`src/rtl/cfgstore_pkg.sv`:
```
package cfgstore_pkg;

  localparam int IMG_A_W  = 96;
  localparam int CAP_W    = 70;
  localparam int IMG_B_W  = CAP_W + 1;
  localparam int RANGE_BIT = CAP_W;
  localparam int SIG_LSB  = CAP_W + 1;
  localparam int SIG_W    = 21;
  localparam int GAIN_LSB = SIG_LSB + SIG_W;
  localparam int GAIN_W   = 2;
  localparam int WAKE_BIT = GAIN_LSB + GAIN_W;
  localparam int LOCK_BIT = WAKE_BIT + 1;
  localparam logic [GAIN_W-1:0] GAIN_ERASE = 2'b11;

  typedef enum logic [2:0] {
    OP_NOP     = 3'd0,
    OP_ERASE_A = 3'd1,
    OP_ERASE_B = 3'd2,
    OP_PROG_A  = 3'd3,
    OP_PROG_B  = 3'd4,
    OP_READ_A  = 3'd5,
    OP_READ_B  = 3'd6,
    OP_BAD     = 3'd7
  } op_e;

  function automatic logic is_long(op_e op);
    return (op == OP_ERASE_A) || (op == OP_ERASE_B) ||
           (op == OP_PROG_A)  || (op == OP_PROG_B);
  endfunction

  function automatic logic is_erase(op_e op);
    return (op == OP_ERASE_A) || (op == OP_ERASE_B);
  endfunction

  function automatic logic is_read(op_e op);
    return (op == OP_READ_A) || (op == OP_READ_B);
  endfunction

  // lock refuses everything; wake select refuses only image A
  function automatic logic read_allowed(op_e op, logic lock, logic wake);
    return !lock && !(op == OP_READ_A && wake);
  endfunction

  function automatic logic [IMG_A_W-1:0] widen_b(logic [IMG_B_W-1:0] b);
    return {{(IMG_A_W-IMG_B_W){1'b0}}, b};
  endfunction

endpackage

```
`src/rtl/cfgstore_timer.sv`:
```
module cfgstore_timer #(
  parameter int TICKS = 90
) (
  input  logic clk,
  input  logic rst_n,
  input  logic start,
  input  logic tick,
  output logic busy,
  output logic done
);
  localparam int CNT_W = $clog2(TICKS + 1);
  localparam logic [CNT_W-1:0] LOAD = CNT_W'(TICKS);

  logic [CNT_W-1:0] left_q;
  logic             busy_q;

  assign done = busy_q && tick && (left_q == CNT_W'(1));
  assign busy = busy_q;

  always_ff @(posedge clk or negedge rst_n) begin
    if (!rst_n) begin
      busy_q <= 1'b0;
      left_q <= '0;
    end else if (start && !busy_q) begin
      busy_q <= 1'b1;
      left_q <= LOAD;
    end else if (busy_q && tick) begin
      left_q <= left_q - CNT_W'(1);
      if (left_q == CNT_W'(1)) busy_q <= 1'b0;
    end
  end

  assert_done_ends_busy_R4: assert property (@(posedge clk) disable iff (!rst_n)
    done |=> !busy);
  assert_busy_holds_R4: assert property (@(posedge clk) disable iff (!rst_n)
    (busy && !done) |=> busy);
  assert_count_range_R4: assert property (@(posedge clk) disable iff (!rst_n)
    busy |-> (left_q != '0 && left_q <= LOAD));
endmodule

```
`src/rtl/cfgstore_bank.sv`:
```
module cfgstore_bank #(
  parameter int W = 96
) (
  input  logic         clk,
  input  logic         rst_n,
  input  logic         erase,
  input  logic         prog,
  input  logic [W-1:0] wdata,
  output logic [W-1:0] img
);
  // store contents survive rst_n; the initial value is the shipped state
  logic [W-1:0] img_q = '0;

  always_ff @(posedge clk) begin
    if (erase)     img_q <= '0;
    else if (prog) img_q <= img_q | wdata;
  end

  assign img = img_q;

  assert_prog_sets_only_R2: assert property (@(posedge clk) disable iff (!rst_n)
    prog |=> ((img & $past(img)) == $past(img)));
  assert_prog_takes_data_R2: assert property (@(posedge clk) disable iff (!rst_n)
    (prog && !erase) |=> ((img & $past(wdata)) == $past(wdata)));
  assert_erase_zero_R3: assert property (@(posedge clk) disable iff (!rst_n)
    erase |=> (img == '0));
  assert_idle_keeps_R3: assert property (@(posedge clk) disable iff (!rst_n)
    (!erase && !prog) |=> $stable(img));
endmodule

```
`src/rtl/cfgstore_ctrl.sv`:
```
module cfgstore_ctrl
  import cfgstore_pkg::*;
#(
  parameter int OP_TICKS = 90
) (
  input  logic                clk,
  input  logic                rst_n,
  input  logic                tick,
  input  logic                cmd_valid,
  input  logic [2:0]          cmd_op,
  input  logic [IMG_A_W-1:0]  wr_image,
  output logic                busy,
  output logic                cmd_err,
  output logic                rd_valid,
  output logic                rd_blocked,
  output logic [IMG_A_W-1:0]  rd_image,
  output logic [CAP_W-1:0]    act_caps,
  output logic                act_range,
  output logic [GAIN_W-1:0]   act_gain,
  output logic                act_sel_b,
  output logic                park_out
);
  op_e op;
  assign op = op_e'(cmd_op);

  logic cmd_live, start, read_go, err_d, done, erasing;
  logic lock, wake, allow;
  op_e  pend_op;
  logic [IMG_A_W-1:0] pend_data;
  logic [IMG_A_W-1:0] img_a;
  logic [IMG_B_W-1:0] img_b;
  logic booted, sel_b;

  assign cmd_live = cmd_valid && (op != OP_NOP);
  assign start    = cmd_live && !busy && is_long(op);
  assign read_go  = cmd_live && !busy && is_read(op);
  assign err_d    = cmd_live && (busy || op == OP_BAD);

  always_ff @(posedge clk or negedge rst_n) begin
    if (!rst_n) begin
      pend_op   <= OP_NOP;
      pend_data <= '0;
    end else if (start) begin
      pend_op   <= op;
      pend_data <= wr_image;
    end
  end

  cfgstore_timer #(.TICKS(OP_TICKS)) u_timer (
    .clk(clk), .rst_n(rst_n), .start(start), .tick(tick),
    .busy(busy), .done(done)
  );

  cfgstore_bank #(.W(IMG_A_W)) u_bank_a (
    .clk(clk), .rst_n(rst_n),
    .erase(done && pend_op == OP_ERASE_A),
    .prog (done && pend_op == OP_PROG_A),
    .wdata(pend_data),
    .img  (img_a)
  );

  cfgstore_bank #(.W(IMG_B_W)) u_bank_b (
    .clk(clk), .rst_n(rst_n),
    .erase(done && pend_op == OP_ERASE_B),
    .prog (done && pend_op == OP_PROG_B),
    .wdata(pend_data[IMG_B_W-1:0]),
    .img  (img_b)
  );

  assign lock  = img_a[LOCK_BIT];
  assign wake  = img_a[WAKE_BIT];
  assign allow = read_allowed(op, lock, wake);

  always_ff @(posedge clk or negedge rst_n) begin
    if (!rst_n) begin
      rd_valid   <= 1'b0;
      rd_blocked <= 1'b0;
      rd_image   <= '0;
      cmd_err    <= 1'b0;
    end else begin
      rd_valid   <= read_go;
      rd_blocked <= read_go && !allow;
      cmd_err    <= err_d;
      if (read_go)
        rd_image <= !allow ? '0 : (op == OP_READ_A) ? img_a : widen_b(img_b);
    end
  end

  // wake-up image choice is taken once, on the first clock after reset
  always_ff @(posedge clk or negedge rst_n) begin
    if (!rst_n) begin
      booted <= 1'b0;
      sel_b  <= 1'b0;
    end else if (!booted) begin
      booted <= 1'b1;
      sel_b  <= wake;
    end
  end

  assign erasing   = busy && is_erase(pend_op);
  assign act_sel_b = sel_b;
  assign act_caps  = sel_b ? img_b[CAP_W-1:0] : img_a[CAP_W-1:0];
  assign act_range = sel_b ? img_b[RANGE_BIT] : img_a[RANGE_BIT];
  assign act_gain  = erasing ? GAIN_ERASE : img_a[GAIN_LSB +: GAIN_W];
  assign park_out  = erasing;

  assert_err_on_busy_R5: assert property (@(posedge clk) disable iff (!rst_n)
    (cmd_live && busy) |=> cmd_err);
  assert_busy_cmd_no_start_R5: assert property (@(posedge clk) disable iff (!rst_n)
    (busy && !done) |=> $stable(pend_op));
  assert_park_gain_R6: assert property (@(posedge clk) disable iff (!rst_n)
    park_out |-> (act_gain == GAIN_ERASE && busy));
  assert_lock_blocks_R7: assert property (@(posedge clk) disable iff (!rst_n)
    (rd_valid && lock) |-> (rd_blocked && rd_image == '0));
  assert_wake_blocks_a_R8: assert property (@(posedge clk) disable iff (!rst_n)
    (read_go && op == OP_READ_A && wake) |=> rd_blocked);
  assert_read_keeps_active_R9: assert property (@(posedge clk) disable iff (!rst_n)
    read_go |=> ($stable(act_caps) && $stable(act_range)));
  assert_read_one_cycle_R9: assert property (@(posedge clk) disable iff (!rst_n)
    rd_valid |=> !rd_valid || $past(read_go));
  assert_sel_stable_R10: assert property (@(posedge clk) disable iff (!rst_n)
    booted |=> $stable(sel_b));
endmodule

```
`config.mk`:
```
export PLATFORM = sky130hd
export DESIGN_NAME = cfgstore_ctrl
export DESIGN_NICKNAME = d
export VERILOG_FILES = /design/src/rtl/cfgstore_pkg.sv /design/src/rtl/cfgstore_timer.sv /design/src/rtl/cfgstore_bank.sv /design/src/rtl/cfgstore_ctrl.sv
export SDC_FILE = /design/constraint.sdc
export NUM_CORES = 1
export LEC_CHECK = 0
export ABC_AREA = 1
export BUFFER_PORTS_ARGS = -buffer_cell sky130_fd_sc_hd__buf_4
export CORE_AREA = 5 5 195 197
export DETAILED_ROUTE_END_ITERATION = 8
export DIE_AREA = 0 0 200 202
export GPL_TIMING_DRIVEN = 0
export PLACE_DENSITY = 0.63
export SLEW_MARGIN = 25
export SYNTH_ARGS = -nofsm -noshare
export SYNTH_HDL_FRONTEND = slang
export SYNTH_SLANG_ARGS = --single-unit
```
`constraint.sdc`:
```
create_clock -name clk -period 2 [get_ports clk]
set_input_delay 0.1 -clock clk [delete_from_list [all_inputs] [get_ports clk]]
set_output_delay 0.1 -clock clk [all_outputs]
set_load 0.05 [all_outputs]
```
==> metrics.cfg, run 1 <==
[outcome]
status=complete, no violations

[floorplan]
die_h_um=202
pin_count=278
die_x_um=200
initial_core_util_pct=44.3
core_um2=36100
die-area_um2=40400
row_count=70

[placement]
hpwl_um=37000
place_congestion=0.882
place_ws_ps=-758
placed_cells=2813
port_buffers=277

[synth]
ys_seq_elements=375
syn_area_per_cell_um2=7.74
netlist_area_um2=16000
ys_seq_area_share_pct=53.5
ys_types=28
syn-num-nets=2171
syn_inst=2066
ys_warn_count=0

[worst_setup_path]
crit_type=reg2out
path_cells=clkbuf_16 > clkbuf_8 > nand2_1 > o21ai_1 > buf_4
cpPeakStageDelay_ps=460
crit_arrival_ps=1880
r2r_start=u_timer.busy$_DFFE_PN0P_
rr_endpoint=pend_data[40]$_DFFE_PN0P_
cp-end-kind=output pin
startpoint=act_sel_b$_DFFE_PN0N_
critPathRequiredTime_ps=1900
r2r_cells=7
slowest_stage=dfrtp_2
cp_max_fo=10
critPathLaunchType=flip-flop
ff2ff_setup_slack_ps=110

[layout]
final_cells=3007
fin_util_pct=60.3
multiInputGateArea_um2=6210
ff_latch_area_um2=8550
drive_gt1_share_pct=20.7
fillers=3334
area_delta_synth_final_pct=36.1
finalNetCount=2609

[route]
wl_per_cell_um=17.8
drt_iter0_drc=1132
postRouteAntennaNets=0
firstDrtPassIters=5
finalWirelength_um=53600
viasPerCell=5.13
drcViolationCount=0
vias=15400

[power_and_ir_drop]
vdd_drop_max_mv=0.623
p_seq_share_pct=43.4
power.density_nw_per_um2=1050
leakagePower_uw=0.0118
clkPwrFrac_pct=33.6
internal_power_uw=15200
p_sw_share_pct=33.5
combPwrFrac_pct=23.0
p_sw_uw=7650

[sta]
min_period_ps=1980
worstMarginPinSlew_ps=554
fin_skew_ps=22.7
timing.fmax_ghz=0.505
fin_crit_sh_pct=99.0
rsz0062_at_grt=true
slew_headroom_pct=63.1
setup_ws_ps=19.2
drv_slew=0
hold_viol=0
setup_viol=0

[global_routing]
grt_pass1_vias=15300
grt_pass1_wl_um=84000
antenna_found_initial=2
grt_max_degree=89
grt_overflow_total=0
grtUsageTotal_pct=26.0

[clocking]
cts_buffers=41
cts.sinks=375
cts_tree=done
insertion_delay_ps=540
h-tree-depth=2
cts_buffer_depth=3
path_clk_slew_ps=60
cts-root-buf=clkbuf_16

[flow_run]
drv_cap=0

[worst_hold_path]
min_path_type=in2async

-- stage by stage --
step / hold slack, ps / area [um2] / power [uW] / TNS, ps
final: 20.2 / 21800 / 22900 / 0
after global routing: 54.3 / 21800 / 23900 / -38.8
after CTS: 4.08 / 21500 / 22800 / -82.8
after detailed placement: -3.76 / 18700 / 14700 / -79080
after global placement: 302 / 18700 / 14600 / -225890
after floorplan: -196 / 16000 / 12900 / -10310
-- layout make-up --
type                       count  area share [%]
timing repair buffer         396            15.8
clock inverter                12           0.627
tap                          468            2.69
antenna                        2          0.0230
multi-input combinational   1355            28.6
inverter                     187            3.23
clock buffer                  64            5.76
buffer                       148            3.99
sequential                   375            39.3
-- cell usage after synthesis --
library cell / n / area share [%]
buf_1: 1 / 0.023
o21ai_0: 243 / 7.6
nor3_2: 2 / 0.13
dfrtp_1: 208 / 33
nand3_1: 175 / 5.5
and2_1: 1 / 0.039
o21a_1: 1 / 0.047
nor2_8: 1 / 0.13
inv_1: 182 / 4.3
xor2_1: 2 / 0.11
nor4_1: 23 / 0.90
nor2_2: 2 / 0.078
nand2_1: 642 / 15
inv_2: 5 / 0.12
nand4_1: 2 / 0.078
conb_1: 1 / 0.023
nor2_4: 4 / 0.28
buf_2: 58 / 1.8
buf_6: 8 / 0.56
buf_4: 12 / 0.56
a21boi_0: 1 / 0.047
o21ai_2: 1 / 0.055
clkbuf_1: 70 / 1.6
nand3_4: 1 / 0.11
dfxtp_1: 167 / 21
a21oi_1: 168 / 5.3
nor2_1: 83 / 1.9
ha_1: 2 / 0.16
-- metal layers --
layer,up-vias,routed length (um),GRT usage (%)
li1,7476,-,-
met5,-,8,0
met3,108,3010,3.60
met4,2,1550,7.64
met2,472,25400,41.5
met1,7354,23600,37.0
-- worst max path at each step --
stage | cells past startpoint | endpoint
4_1_cts | 4 | act_caps[56]
5_1_grt | 4 | act_caps[20]
2_1_floorplan | 3 | act_caps[0]
3_3_place_gp | 1 | rd_image[28]$_DFFE_PN0P_
6_report | 5 | act_caps[62]
3_5_place_dp | 6 | act_caps[61]
-- power groups by stage --
stage                     sequential, uW  clock (uW)  combinational (uW)
after global routing               10100        8080                5800
after floorplan                     9840           0                3020
after detailed placement            9980           0                4760
final                               9910        7690                5260
after global placement              9940           0                4650
after CTS                           9870        7790                5150
-- layout by cell type (no fill, tap or decap), types with 3 or more instances in the layout --
cell and instances:
buf_4 265, clkbuf_1 57, o21ai_2 42, o21ai_4 3, o21ai_0 175, buf_6 48, clkbuf_2 6, nor4_1 23
clkbuf_16 43, dfrtp_1 206, nor2_4 5, dlygate4sd3_1 102, nand3_1 174, o21ai_1 24, dfxtp_1 167, nand2_1 641
inv_2 7, inv_1 180, buf_12 3, clkbuf_8 16, clkinv_2 7, a21oi_1 168, buf_2 56, clkbuf_4 6
nor2_1 83
-- registers in the layout (all words and copies together) (netlist names) --
| name | cells |
|---|---|
| act_sel_b | 1 |
| booted | 1 |
| cmd_err | 1 |
| pend_data | 96 |
| pend_op | 3 |
| rd_blocked | 1 |
| rd_image | 96 |
| rd_valid | 1 |
| u_bank_a.img | 96 |
| u_bank_b.img | 71 |
| u_timer.busy | 1 |
| u_timer.left_q | 7 |
-- worst max-delay path: cells and delay by family, from the launching register on --
family | cells | cell delay [ps]
AO/OA/AOI/OAI | 1 | 140
AND/OR/NAND/NOR | 1 | 60
flip-flops | 1 | 460
buffers and inverters | 3 | 660
-- kinds of logic after synthesis --
kind of cell               after synthesis  share of synthesized area, %
AOI/OAI and AO/OA                      414                          13.0
xor gates and xnor gates                 2                         0.110
adders and majority gates                2                         0.156
buffers and inverters                  336                          9.00
DFF                                    375                          53.5
other                                    1                        0.0235
and+or+nand+nor                        936                          24.2
-- what timing repair did --
item	in CTS	in global routing
buffers inserted	6	9
pin swaps	2	4
hold buffers	102	0
gates resized for setup	141	56
endpoints found under the hold margin	310	0
endpoints found under the setup margin	336	212
(Power assumes the default switching activity.)
==> run 2, diff against run 1 <==
--- a/config.mk
+++ b/config.mk
@@ -7,12 +7,13 @@
 export LEC_CHECK = 0
 export ABC_AREA = 1
 export BUFFER_PORTS_ARGS = -buffer_cell sky130_fd_sc_hd__buf_4
-export CORE_AREA = 5 5 195 197
+export CORE_AREA = 5 5 197 199
 export DETAILED_ROUTE_END_ITERATION = 8
-export DIE_AREA = 0 0 200 202
+export DIE_AREA = 0 0 202 204
 export GPL_TIMING_DRIVEN = 0
-export PLACE_DENSITY = 0.63
+export PLACE_DENSITY = 0.75
 export SLEW_MARGIN = 25
 export SYNTH_ARGS = -nofsm -noshare
 export SYNTH_HDL_FRONTEND = slang
+export SYNTH_HIERARCHICAL = 1
 export SYNTH_SLANG_ARGS = --single-unit
==> metrics.cfg, run 2 <==
[floorplan]
pin_count=278  ; unchanged
die_x_um=202  ; +1.0%
initial_core_util_pct=44.1  ; -0.23 points
die-area_um2=41200  ; +2.0%
row_count=71  ; +1.4%
die_h_um=204  ; +0.99%
core_um2=37000  ; +2.7%

[flow_run]
drv_cap=0  ; unchanged

[worst_setup_path]
cp_num_buf_inv=3  ; unchanged
cp_max_fo=10  ; unchanged
critPathLaunchType=flip-flop
crit_family=buffers and inverters
slowest_stage=dfrtp_2
crit_arrival_ps=1860  ; -20 ps
path_cells=buf_12 > buf_2 > o21ai_1 > buf_6
crit_type=reg2out
critPathRequiredTime_ps=1900  ; about the same
cpPeakStageDelay_ps=450  ; about the same
cp-end-kind=output pin

[layout]
fillers=3131  ; -6.1%
drive_gt1_share_pct=20.4  ; -0.28 points
multiInputGateArea_um2=6150  ; -1.0%
ff_latch_area_um2=8550  ; unchanged
finalNetCount=2656  ; +1.8%
layout_common_cells=nand2_1, buf_4, inv_1
final_common_cell=nand2_1
area_delta_synth_final_pct=35.9
final_cells=3057  ; +1.7%

[synth]
syn_inst=2114  ; +2.3%
ys_seq_elements=375  ; unchanged
ys_seq_area_share_pct=52.3  ; -1.1 points
synth_edf_count=0  ; unchanged
synth_top_cells_by_count=nand2_1, inv_1, o21ai_0
syn_area_per_cell_um2=7.73  ; -0.18%
yosys.area.top_type_share_pct=31.9  ; -0.68 points
netlist_area_um2=16300  ; +2.1%
synth_most_common_cell=nand2_1
ys_warn_count=6  ; +6
synth_top_area_cell=dfrtp_1
netlist_top_cells_area=dfrtp_1, dfxtp_1, nand2_1, o21ai_0, inv_1
ys_types=32  ; +14%
synthFlopType=dfrtp_1
syn-num-nets=2219  ; +2.2%
async_flop_share_pct=55.5  ; unchanged

[sta]
hold_viol=0  ; unchanged
rsz0062_at_grt=true
timing.fmax_ghz=0.510  ; +1.0%
setup_ws_ps=38.9  ; +19.7 ps
drv_slew=0  ; unchanged
fin_hold_ws_ps=64.4  ; +44.3 ps
worstMarginPinSlew_ps=797  ; +243 ps
setup_viol=0  ; unchanged
min_period_ps=1960  ; -19.7 ps
fin_crit_sh_pct=98.1  ; -0.98 points
fin_skew_ps=17.7  ; -4.97 ps
slew_headroom_pct=46.8  ; -16 points

[power_and_ir_drop]
power.density_nw_per_um2=1280  ; +22%
clkPwrFrac_pct=27.1  ; -6.5 points
internal_power_uw=17400  ; +14%
p_sw_uw=11100  ; +46%
leakagePower_uw=0.0129  ; +9.4%
p_seq_share_pct=38.6  ; -4.8 points
power.total_uw=28500  ; +25%
combPwrFrac_pct=34.3  ; +11 points
p_sw_share_pct=39.1  ; +5.6 points
vdd_drop_max_mv=1.16  ; +86%

[route]
drcViolationCount=0  ; unchanged
postRouteAntennaNets=0  ; unchanged
viasPerCell=5.22  ; +1.9%
vias=16000  ; +3.6%
finalWirelength_um=55000  ; +2.7%
firstDrtPassIters=6  ; +1
wl_per_cell_um=18.0  ; +0.99%
drt_iter0_drc=1172  ; +3.5%

[placement]
place_ws_ps=-841  ; -83.9 ps
port_buffers=276  ; -0.36%
place_congestion=0.895  ; +1.5%
placed_cells=2866  ; +1.9%
hpwl_um=37700  ; +1.8%

[global_routing]
antenna_found_initial=1  ; -1
grt_max_degree=93  ; +4.5%
grt_overflow_total=0  ; unchanged
grt_pass1_vias=16100  ; +5.0%
grt_pass1_wl_um=86100  ; +2.5%
grtUsageTotal_pct=25.9  ; -0.091 points

[clocking]
h-tree-depth=2  ; unchanged
insertion_delay_ps=540  ; about the same
cts-root-buf=clkbuf_16
cts_tree=done
cts.sinks=375  ; unchanged
path_clk_slew_ps=60  ; about the same
cts_buffer_depth=3  ; unchanged
cts_buffers=41  ; unchanged

[worst_hold_path]
min_path_type=in2reg

[outcome]
status=complete, no violations

-- run 2: changes by cell type after synthesis, moves of 3 or more --
cell / delta
nand4_1: +123
o21ai_0: -17
o21ai_1: +14
buf_4: -4
nor2_4: -3
clkbuf_1: +3
inv_1: +82
nor4_1: -22
nand3_1: -97
nor2_1: -41
nand3_2: +3
buf_6: +10
-- run 2: final cells by class --
cell class,count,share of cell area [%]
clock buffer,60,5.64
inverter,267,4.54
sequential,375,38.5
antenna,1,0.0113
clock inverter,14,0.620
multi-input combinational,1313,27.7
buffer,154,4.41
tap,474,2.67
timing repair buffer,399,15.9
-- run 2: through the flow --
step	area (um2)	utilization [%]	setup TNS (ps)
after global placement	19100	51.4	-209990
after detailed placement	19100	51.6	-77420
final	22200	59.9	0
after floorplan	16400	-	-10150
after CTS	22000	59.3	-62.5
after global routing	22200	59.9	-36.6
-- run 2: final timing paths --
check	from	end	slack, ps	cells after the start
max in group asynchronous	rst_n	rd_image[49]$_DFFE_PN0P_	1030	3
worst max-delay path	act_sel_b$_DFFE_PN0N_	act_caps[53]	40	4
worst min register to register	u_bank_a/img[25]$_SDFFE_PP0P_	u_bank_a/img[25]$_SDFFE_PP0P_	450	2
worst min-delay path	cmd_op[1]	cmd_err$_DFF_PN0_	60	4
worst max register to register	u_timer/left_q[1]$_DFFE_PN0P_	u_bank_a/img[55]$_SDFFE_PP0P_	90	12
min in group asynchronous	rst_n	rd_image[94]$_DFFE_PN0P_	110	2
-- run 2: timing repair --
action / CTS / global route
hold buffers: 103 / 0
endpoints found under the hold margin: 206 / 0
endpoints found under the setup margin: 330 / 182
buffers inserted: 12 / 3
pin swaps: 3 / 5
gates cloned: 2 / 1
gates resized for setup: 111 / 84
-- run 2: power by group through the flow --
stage	Sequential (uW)	Combinational [uW]	Clock, uW
2_1_floorplan	11100	5690	0
3_3_place_gp	11000	8640	0
3_5_place_dp	11100	8830	0
4_1_cts	11000	9490	7810
5_1_grt	11300	10600	8150
6_report	11000	9790	7730
-- run 2: layer usage --
metal	GRT usage (%)	vias up	wire length [um]
met1	32.9	7445	21800
met4	12.2	0	2770
met5	0	-	0
li1	-	7656	-
met2	43.4	687	26300
met3	4.36	181	4110
-- run 2: cell families after synthesis --
group,after synthesis,share of synthesized area (%)
buffers and inverters,426,11.3
AO/OA/AOI/OAI,413,12.7
AND/OR/NAND/NOR,896,23.4
flip-flops,375,52.3
adder cells (fa/ha/maj),2,0.153
multiplexers,1,0.0690
other,1,0.0230
-- run 2: worst min-delay path, stage by stage --
cell,delay (ps)
buf_4,140
nand2_1,100
nor2_1,70
o21a_1,170
==> run 3, diff against run 2 <==
--- a/config.mk
+++ b/config.mk
@@ -6,12 +6,12 @@
 export NUM_CORES = 1
 export LEC_CHECK = 0
 export ABC_AREA = 1
-export BUFFER_PORTS_ARGS = -buffer_cell sky130_fd_sc_hd__buf_4
+export BUFFER_PORTS_ARGS = -buffer_cell sky130_fd_sc_hd__buf_2
 export CORE_AREA = 5 5 197 199
 export DETAILED_ROUTE_END_ITERATION = 8
 export DIE_AREA = 0 0 202 204
 export GPL_TIMING_DRIVEN = 0
-export PLACE_DENSITY = 0.75
+export PLACE_DENSITY = 0.66
 export SLEW_MARGIN = 25
 export SYNTH_ARGS = -nofsm -noshare
 export SYNTH_HDL_FRONTEND = slang
==> metrics.cfg, run 3 (synthesis results as in run 2) <==
[route]
vias=15500  ; -2.7%
postRouteAntennaNets=0  ; unchanged
finalWirelength_um=53200  ; -3.3%
wl_per_cell_um=17.4  ; -3.5%
drcViolationCount=0  ; unchanged
drt_iter0_drc=940  ; -20%
firstDrtPassIters=9  ; +3
viasPerCell=5.07  ; -2.9%

[clocking]
h-tree-depth=2  ; unchanged
cts_tree=done
cts_buffer_depth=3  ; unchanged
path_clk_slew_ps=60  ; about the same
cts-root-buf=clkbuf_16
cts.sinks=375  ; unchanged
insertion_delay_ps=530  ; about the same
cts_buffers=42  ; +2.4%

[floorplan]
row_count=71  ; unchanged
die_h_um=204  ; unchanged
pin_count=278  ; unchanged
die_x_um=202  ; unchanged
core_um2=37000  ; unchanged
die-area_um2=41200  ; unchanged
initial_core_util_pct=44.1  ; unchanged

[layout]
layout_common_cells=nand2_1, inv_1, buf_2
area_delta_synth_final_pct=34.3
finalNetCount=2661  ; +0.19%
diodes=0  ; -1
final_common_cell=nand2_1
drive_gt1_share_pct=22.3  ; +1.9 points

[outcome]
status=finished, violations left
violations=negative setup slack

[sta]
setup_ws_ps=-3.14  ; -42.0 ps
fin_hold_ws_ps=20.3  ; -44.2 ps
hold_viol=0  ; unchanged
slew_headroom_pct=63.1  ; +16 points
setup_viol=1  ; +1
timing.fmax_ghz=0.499  ; -2.1%
rsz0062_at_grt=true
worstMarginPinSlew_ps=554  ; -243 ps
min_period_ps=2000  ; +42.0 ps
drv_slew=0  ; unchanged
fin_skew_ps=13.8  ; -3.91 ps
fin_crit_sh_pct=100  ; +2.1 points

[global_routing]
grtUsageTotal_pct=24.9  ; -0.98 points
grt_max_degree=83  ; -11%
grt_overflow_total=0  ; unchanged
grt_pass1_vias=15200  ; -5.4%
grt_pass1_wl_um=82400  ; -4.3%
antenna_found_initial=2  ; +1

[placement]
port_buffers=276  ; unchanged
place_ws_ps=-968  ; -126 ps
hpwl_um=37200  ; -1.1%
place_congestion=0.898  ; +0.36%

[power_and_ir_drop]
vdd_drop_max_mv=0.641  ; -45%
leakagePower_uw=0.0130  ; +0.57%
power.density_nw_per_um2=1290  ; +0.69%

[worst_hold_path]
min_path_type=in2reg

[flow_run]
drv_cap=0  ; unchanged

[worst_setup_path]
cp-end-kind=output pin
crit_type=reg2out
critPathRequiredTime_ps=1900  ; about the same
crit_arrival_ps=1900  ; +40 ps
critPathLaunchType=flip-flop
cp_max_fo=10  ; unchanged

-- run 3: cell count changes in the layout (fill, tap and decap cells not counted), sizes merged, moves of 2 or more --
cell | before | now
clkinvlp | 1 | 4
clkinv | 9 | 7
dlygate4sd3 | 103 | 101
clkbuf | 132 | 141
-- run 3: worst max-delay path, stage by stage, from the launching register on --
cell,delay [ps]
dfrtp_2,460
buf_4,190
clkbuf_2,220
o21ai_1,270
buf_4,240
-- run 3: timing repair --
item                                   CTS  global route
hold buffers                           101             0
endpoints found under the hold margin  311             0
pin swaps                                0            16
resized for setup                      179           133
setup endpoints to repair              239           205
buffers inserted                        11             6
cloned                                   1             3
-- run 3: path summary, 6_finish.rpt --
kind	from	end	slack, ps	cells past startpoint
worst max-delay path	act_sel_b$_DFFE_PN0N_	act_caps[10]	-3	4
worst min-delay path	cmd_op[0]	rd_image[74]$_DFFE_PN0P_	20	5
worst max register to register	u_timer/left_q[1]$_DFFE_PN0P_	u_bank_b/img[24]$_SDFFE_PP0P_	-3	12
worst min register to register	u_bank_a/img[38]$_SDFFE_PP0P_	u_bank_a/img[38]$_SDFFE_PP0P_	450	2
max in group asynchronous	rst_n	rd_image[38]$_DFFE_PN0P_	1170	3
min in group asynchronous	rst_n	u_timer/left_q[1]$_DFFE_PN0P_	60	2
-- run 3: metal layers --
layer  vias up  part of all wire (%)  global-route usage, %
met5         -                 0.039                      0
met2       485                    48                   41.7
met3       145                   5.4                   4.14
met4         4                   4.5                   10.6
li1       7655                     -                      -
met1      7254                    42                   32.2
-- run 3: cell type report --
class / instances / area (um2)
fill: 3340 / 15100
sequential: 375 / 8550
multi-input combinational: 1313 / 6340
timing repair buffer: 401 / 3040
clock buffer: 65 / 1310
inverter: 267 / 1000
buffer: 156 / 991
tap: 474 / 593
clock inverter: 13 / 104
-- run 3: report_power, final --
| group | internal [uW] | switching [uW] | total [uW] | leakage (uW) |
|---|---|---|---|---|
| Sequential | 9530 | 1500 | 11000 | 0.00408 |
| Clock | 4650 | 3070 | 7720 | 0.000691 |
| Combinational | 3110 | 6510 | 9630 | 0.00824 |
-- run 3: through the flow --
| stage | instance area [um2] | cells | TNS [ps] | utilization, % | power [uW] |
|---|---|---|---|---|---|
| after floorplan | 16400 | 2114 | -10150 | - | 16800 |
| after CTS | 21400 | 3057 | -676 | 57.9 | 28000 |
| final | 21900 | 3064 | -3.14 | 59.2 | 28400 |
| after detailed placement | 18400 | 2867 | -68750 | 49.8 | 19400 |
| after global placement | 18400 | 2864 | -663100 | 49.6 | 19100 |
| after global routing | 21900 | 3064 | -944 | 59.2 | 29900 |
